## src/rtl/ftu_pkg.sv

```systemverilog
package ftu_pkg;

  localparam logic [3:0] PST_HOLD  = 4'h0;
  localparam logic [3:0] PST_TAKEN = 4'h5;

  // marker for a length select: 01 -> 0x9, 10 -> 0xA, 11 -> 0xB
  function automatic logic [3:0] len_marker(input logic [1:0] sel);
    return {2'b10, sel};
  endfunction

  // nibbles captured for a length select; 00 captures nothing
  function automatic logic [3:0] len_nibbles(input logic [1:0] sel);
    return (sel == 2'b00) ? 4'd0 : ({1'b0, sel, 1'b0} + 4'd2);
  endfunction

endpackage

```

## src/rtl/ftu_addr_slicer.sv

```systemverilog
module ftu_addr_slicer
  import ftu_pkg::*;
#(
  parameter int ADDR_W = 32,
  parameter int NIB_N  = ADDR_W / 4,
  parameter int NW     = $clog2(NIB_N + 1)
) (
  input  logic [ADDR_W-1:0]         addr,
  input  logic [1:0]                sel,
  input  logic                      take,
  output logic [NIB_N-1:0][3:0]     nibs,
  output logic [NW-1:0]             need
);

  for (genvar g = 0; g < NIB_N; g++) begin : g_nib
    assign nibs[g] = addr[4*g +: 4];
  end

  logic [3:0] raw_need;
  assign raw_need = take ? len_nibbles(sel) : 4'd0;

  always_comb begin
    if (32'(raw_need) > NIB_N) need = NW'(NIB_N);
    else                       need = NW'(raw_need);
  end

endmodule

```

## src/rtl/ftu_nibble_fifo.sv

```systemverilog
module ftu_nibble_fifo #(
  parameter int DEPTH = 16,
  parameter int NIB_N = 8,
  parameter int NW    = $clog2(NIB_N + 1),
  parameter int CW    = $clog2(DEPTH + 1)
) (
  input  logic                  clk,
  input  logic                  rst,
  input  logic [NW-1:0]         push_n,
  input  logic [NIB_N-1:0][3:0] din,
  output logic [3:0]            dout,
  output logic [CW-1:0]         count
);

  localparam int AW = (DEPTH > 1) ? $clog2(DEPTH) : 1;

  logic [3:0]    mem [DEPTH];
  logic [AW-1:0] wr_ptr;
  logic [AW-1:0] rd_ptr;
  logic          pop;

  assign pop = (count != '0);

  always_ff @(posedge clk) begin
    for (int i = 0; i < NIB_N; i++) begin
      if (i < int'(push_n)) mem[wr_ptr + AW'(i)] <= din[i];
    end
  end

  always_ff @(posedge clk) begin
    if (rst) begin
      wr_ptr <= '0;
      rd_ptr <= '0;
      count  <= '0;
      dout   <= 4'h0;
    end else begin
      dout   <= pop ? mem[rd_ptr] : 4'h0;
      rd_ptr <= rd_ptr + AW'(pop);
      wr_ptr <= wr_ptr + AW'(push_n);
      count  <= count - CW'(pop) + CW'(push_n);
    end
  end

  a_r6_no_overflow: assert property (@(posedge clk) disable iff (rst)
    (push_n != '0) |-> (32'(count) + 32'(push_n) <= DEPTH));

  a_r5_empty_zero: assert property (@(posedge clk) disable iff (rst)
    (count == '0) |=> (dout == 4'h0));

  a_r10_count_bound: assert property (@(posedge clk) disable iff (rst)
    32'(count) <= DEPTH);

endmodule

```

## src/rtl/ftu_status_seq.sv

```systemverilog
module ftu_status_seq
  import ftu_pkg::*;
#(
  parameter int DEPTH = 16,
  parameter int NW    = 4,
  parameter int CW    = $clog2(DEPTH + 1)
) (
  input  logic          clk,
  input  logic          rst,
  input  logic          req,
  input  logic [NW-1:0] need,
  input  logic [1:0]    sel,
  input  logic [CW-1:0] count,
  input  logic [3:0]    pst_core,
  output logic          stall,
  output logic          push_ok,
  output logic [3:0]    pst
);

  localparam int WW = ((CW > NW) ? CW : NW) + 1;

  logic       mark_pend;
  logic [3:0] mark_code;
  logic       fits;
  logic       accept;

  assign fits    = (WW'(count) + WW'(need)) <= WW'(DEPTH);
  assign stall   = mark_pend | ((need != '0) & ~fits);
  assign accept  = req & ~stall;
  assign push_ok = accept & (need != '0);

  always_ff @(posedge clk) begin
    if (rst) begin
      mark_pend <= 1'b0;
      mark_code <= 4'h0;
      pst       <= PST_HOLD;
    end else begin
      mark_pend <= push_ok;
      mark_code <= len_marker(sel);
      if (mark_pend)   pst <= mark_code;
      else if (stall)  pst <= PST_HOLD;
      else if (accept) pst <= PST_TAKEN;
      else             pst <= pst_core;
    end
  end

  a_r1_taken_code: assert property (@(posedge clk) disable iff (rst)
    accept |=> (pst == PST_TAKEN));

  a_r2_marker_next: assert property (@(posedge clk) disable iff (rst)
    push_ok |=> ##1 (pst[3:2] == 2'b10 && pst[1:0] != 2'b00));

  a_r6_hold_code: assert property (@(posedge clk) disable iff (rst)
    (stall && !mark_pend) |=> (pst == PST_HOLD));

  a_r2_no_double_take: assert property (@(posedge clk) disable iff (rst)
    push_ok |=> !push_ok);

endmodule

```

## src/rtl/flow_trace_unit.sv

```systemverilog
module flow_trace_unit #(
  parameter int DEPTH  = 16,
  parameter int ADDR_W = 32
) (
  input  logic              clk,
  input  logic              rst,
  input  logic [3:0]        pst_core_i,
  input  logic              ev_valid_i,
  input  logic              ev_ok_i,
  input  logic [ADDR_W-1:0] target_i,
  input  logic [1:0]        len_sel_i,
  input  logic              trace_en_i,
  output logic [3:0]        pst_o,
  output logic [3:0]        ddata_o,
  output logic              stall_o
);

  localparam int NIB_N = ADDR_W / 4;
  localparam int NW    = $clog2(NIB_N + 1);
  localparam int CW    = $clog2(DEPTH + 1);

  logic                  req;
  logic [NIB_N-1:0][3:0] nibs;
  logic [NW-1:0]         need;
  logic [NW-1:0]         push_n;
  logic [CW-1:0]         count;
  logic                  push_ok;

  assign req    = ev_valid_i & trace_en_i;
  assign push_n = push_ok ? need : '0;

  ftu_addr_slicer #(.ADDR_W(ADDR_W), .NIB_N(NIB_N), .NW(NW)) u_slice (
    .addr (target_i),
    .sel  (len_sel_i),
    .take (req & ev_ok_i),
    .nibs (nibs),
    .need (need)
  );

  ftu_status_seq #(.DEPTH(DEPTH), .NW(NW), .CW(CW)) u_seq (
    .clk      (clk),
    .rst      (rst),
    .req      (req),
    .need     (need),
    .sel      (len_sel_i),
    .count    (count),
    .pst_core (pst_core_i),
    .stall    (stall_o),
    .push_ok  (push_ok),
    .pst      (pst_o)
  );

  ftu_nibble_fifo #(.DEPTH(DEPTH), .NIB_N(NIB_N), .NW(NW), .CW(CW)) u_fifo (
    .clk    (clk),
    .rst    (rst),
    .push_n (push_n),
    .din    (nibs),
    .dout   (ddata_o),
    .count  (count)
  );

  a_r8_disabled_quiet: assert property (@(posedge clk) disable iff (rst)
    (!trace_en_i && !stall_o) |=> (pst_o == $past(pst_core_i)));

endmodule

```

## config.mk

```make
export PLATFORM = sky130hd
export DESIGN_NAME = flow_trace_unit
export DESIGN_NICKNAME = d
export VERILOG_FILES = /design/src/rtl/ftu_pkg.sv /design/src/rtl/ftu_addr_slicer.sv /design/src/rtl/ftu_nibble_fifo.sv /design/src/rtl/ftu_status_seq.sv /design/src/rtl/flow_trace_unit.sv
export SDC_FILE = /design/constraint.sdc
export NUM_CORES = 1
export LEC_CHECK = 0
export ABC_AREA = 1
export BUFFER_PORTS_ARGS = -buffer_cell sky130_fd_sc_hd__buf_2
export CAP_MARGIN = 20
export CORE_MARGIN = 2
export CORE_UTILIZATION = 33
export DETAILED_ROUTE_END_ITERATION = 8
export SLEW_MARGIN = 25
export SYNTH_ARGS = -nofsm -noshare
export SYNTH_HDL_FRONTEND = slang
export SYNTH_SLANG_ARGS = --single-unit
export TNS_END_PERCENT = 5
```

## constraint.sdc

```tcl
create_clock -name clk -period 6.28 [get_ports clk]
set_input_delay 0.628 -clock clk [delete_from_list [all_inputs] [get_ports clk]]
set_output_delay 0.628 -clock clk [all_outputs]
set_load 0.01 [all_outputs]
```

==> impl_metrics.env <==
export IMPL_leakage_nw=3.50
export IMPL_die_height_um=152
export IMPL_max_freq_mhz=228
export IMPL_final_cells=1382
export IMPL_async_reset_ff_share_pct=0
export IMPL_clockRootBuffer="clkbuf_16"
export IMPL_antenna_found_initial=0
export IMPL_coreArea_um2=21600
export IMPL_final_cell_mix="331 x nand2_1, 152 x inv_1, 97 x nand3_1, 89 x o21ai_0, 86 x nor2_1"
export IMPL_arrival_ns=4.38
export IMPL_clk_latency_ns=0.35
export IMPL_die_area_um2=23100
export IMPL_num_vias=7053
export IMPL_ant_nets=0
export IMPL_synth_seq_cells=88
export IMPL_synth_warnings=0
export IMPL_vdd_drop_max_uv=111
export IMPL_fin_setup_tns_ns=0
export IMPL_place_hpwl_um=18200
export IMPL_firstDrtPassIters=5
export IMPL_grt_max_degree=36
export IMPL_fill_cells=2353
export IMPL_drt_wirelength_per_cell_um=17.1
export IMPL_cts_hold_buf=0
export IMPL_worst_pin_slew_ns=0.849
export IMPL_rrSetupSlack_ns=2.46
export IMPL_syn_cell_area_um2=7220
export IMPL_layout_drive_gt1_share_pct=9.71
export IMPL_slew_headroom_pct=43.4
export IMPL_ys_types=45
export IMPL_cts_resized_gates=0
export IMPL_r2r_end="u_fifo.mem[1][3]"
export IMPL_groute_usage_overall_pct=20.2
export IMPL_min_from="u_seq.mark_code[0]"
export IMPL_dpl_cell_count=1366
export IMPL_first_global_vias=6417
export IMPL_syn2layout_area_growth_pct=8.51
export IMPL_end_kind="flip-flop"
export IMPL_gr_total_overflow=0
export IMPL_cts_sinks=88
export IMPL_ys_seq_area_share_pct=33.3
export IMPL_post_cts_buffers=0
export IMPL_cts_buffers=9
export IMPL_synthFlopType="edfxtp_1"
export IMPL_path_max_fanout=29
export IMPL_post_route_period_util_pct=69.9
export IMPL_gp_congestion=0.987
export IMPL_cts_tree="done"
export IMPL_hold_viol=0
export IMPL_rows=54
export IMPL_nNetsFinal=1160
export IMPL_maxCapViolCount=0
export IMPL_avgSynthCellArea_um2=6.67
export IMPL_crit_type="in -> reg"
export IMPL_syn_num_nets=1146
export IMPL_rr_worst_depth=15
export IMPL_status="completed"
export IMPL_min_delay_path_depth=2
export IMPL_htree_num_levels=3
export IMPL_port_buffers=51
export IMPL_worstPathRequired_ns=6.27
export IMPL_initial_core_util_pct=33.4
export IMPL_holdPathEnd="u_seq.pst[0]"
export IMPL_syn_inst=1083
export IMPL_drtIter0Drc=736
export IMPL_skew_ns=0.0146
export IMPL_die_x_um=152
export IMPL_grt_pass1_wl_um=36600
export IMPL_synth_edf_count=64
export IMPL_setup_viol_count_final=0
export IMPL_reg2reg_from="u_fifo.count[1]"
export IMPL_worstHoldPathType="reg -> reg"
export IMPL_rsz0062_at_grt="no"
export IMPL_crit_path_start_kind="input port"
export IMPL_pin_count=52
export IMPL_power_density_nw_per_um2=225
export IMPL_layout_commonest_cell="nand2_1"
export IMPL_slew_viol_final=0
export IMPL_drc=0
export IMPL_vias_per_cell=5.10
export IMPL_layout_min_cycle_time_ns=4.39
export IMPL_wl_um=23700
export IMPL_antenna_cells=0
export IMPL_holdWs_ns=0.463
export IMPL_path_clk_slew_ns=0.07
export IMPL_clk_path_buf_depth=2
==> cell families (layout without fill, tap and decap cells) <==
group / after synthesis / after routing / share of synthesized area (%)
multiplexers: 6 / 6 / 0.832
AO/OA/AOI/OAI: 156 / 156 / 12.2
adder cells (fa/ha/maj): 20 / 20 / 3.78
XOR/XNOR: 5 / 5 / 0.606
buffers and inverters: 215 / 234 / 12.8
flip-flops: 88 / 88 / 33.3
AND/OR/NAND/NOR: 593 / 593 / 36.5
==> metal layers <==
| layer | part of all wire [%] | up-vias | global-route usage [%] | routed length [µm] |
|---|---|---|---|---|
| met5 | 0 | - | 0 | 0 |
| met4 | 3.0 | 0 | 7.65 | 703 |
| met3 | 6.8 | 49 | 4.02 | 1620 |
| met2 | 45 | 244 | 31.5 | 10600 |
| met1 | 45 | 3192 | 27.7 | 10700 |
| li1 | - | 3568 | - | - |
==> power by group <==
part           internal, mW  switching (mW)  leakage, nW  total [mW]
combinational         0.191           0.370         2.59       0.560
sequential            0.667          0.0369        0.775       0.704
clock                 0.269           0.229        0.132       0.498
==> sequential cells by signal, indices dropped and copies added (netlist names) <==
name             cells
u_fifo.count         5
u_seq.mark_code      3
u_fifo.wr_ptr        3
u_fifo.rd_ptr        4
u_fifo.dout          4
u_fifo.mem          64
u_seq.mark_pend      1
u_seq.pst            4
==> metrics by stage <==
step / util [%] / setup slack, ns / cell area, µm² / total power [mW]
2_1_floorplan: - / 2.50 / 7220 / 1.10
3_3_place_gp: 35.0 / 1.71 / 7560 / 1.27
3_5_place_dp: 35.0 / 1.57 / 7570 / 1.28
4_1_cts: 36.2 / 1.90 / 7840 / 1.77
5_1_grt: 36.2 / 1.51 / 7840 / 1.87
6_report: 36.2 / 1.89 / 7840 / 1.76
==> worst max-delay path, stage by stage <==
cell and delay (ns):
buf_2 0.10, inv_1 0.07, ha_1 0.14, inv_1 0.07, nor3_1 0.25, ha_1 0.25, inv_1 0.06, fa_1 0.47
nand2_1 0.05, nor2_1 0.08, nand2_1 0.06, nand3_1 0.09, nand2_2 0.07, inv_2 0.06, nand3_2 0.25, nand2_2 0.63
nand3_2 0.38, nand2_1 0.23, inv_1 0.08, nand3_1 0.33
==> area by class of cell <==
type / instances / area (µm²) / area share, %
inverters: 160 / 601 / 7.66
clock inverters: 5 / 32.5 / 0.415
clock buffers: 11 / 233 / 2.97
repair buffers: 58 / 308 / 3.93
multi-input cells: 780 / 3910 / 49.9
well taps: 280 / 350 / 4.47
flip-flops and latches: 88 / 2400 / 30.7
==> cell usage after synthesis (2+ instances only) <==
| library cell | instances | area (µm²) |
|---|---|---|
| o22ai_1 | 16 | 100 |
| o2111ai_1 | 2 | 17.5 |
| dfxtp_1 | 24 | 480 |
| nand2_2 | 4 | 25.0 |
| buf_2 | 15 | 75.1 |
| nand2_1 | 331 | 1240 |
| inv_2 | 6 | 22.5 |
| nand3_2 | 5 | 50.1 |
| ha_1 | 17 | 213 |
| nand3_1 | 97 | 485 |
| buf_4 | 4 | 30.0 |
| buf_1 | 3 | 11.3 |
| o21ai_1 | 9 | 45.0 |
| nand4_1 | 36 | 225 |
| clkbuf_1 | 24 | 90.1 |
| fa_1 | 3 | 60.1 |
| clkinv_1 | 2 | 7.51 |
| o21ai_0 | 89 | 445 |
| nand2_4 | 2 | 22.5 |
| edfxtp_1 | 64 | 1920 |
| o211ai_1 | 15 | 113 |
| nand3_4 | 5 | 87.6 |
| xor2_1 | 4 | 35.0 |
| inv_1 | 152 | 571 |
| a21oi_1 | 16 | 80.1 |
| nor3_1 | 14 | 70.1 |
| mux2i_1 | 6 | 60.1 |
| nor4_1 | 3 | 18.8 |
| nor2_4 | 3 | 33.8 |
| buf_6 | 7 | 78.8 |
| nor2_1 | 86 | 323 |
| a21boi_0 | 3 | 22.5 |
| nor2_2 | 4 | 25.0 |
==> worst max-delay path by stage <==
stage	from	to	slack [ns]	cells after the start
finish	len_sel_i[0]	u_fifo.mem[1][3]	1.89	20
global route	len_sel_i[0]	u_fifo.mem[0][0]	1.51	20
CTS	len_sel_i[0]	u_fifo.mem[0][0]	1.90	20
detailed placement	len_sel_i[0]	u_fifo.mem[0][0]	1.57	20
global placement	len_sel_i[0]	u_fifo.mem[1][0]	1.71	20
floorplan	len_sel_i[0]	u_fifo.count[3]	2.50	21
No activity file was read; power rests on OpenSTA's default activity.
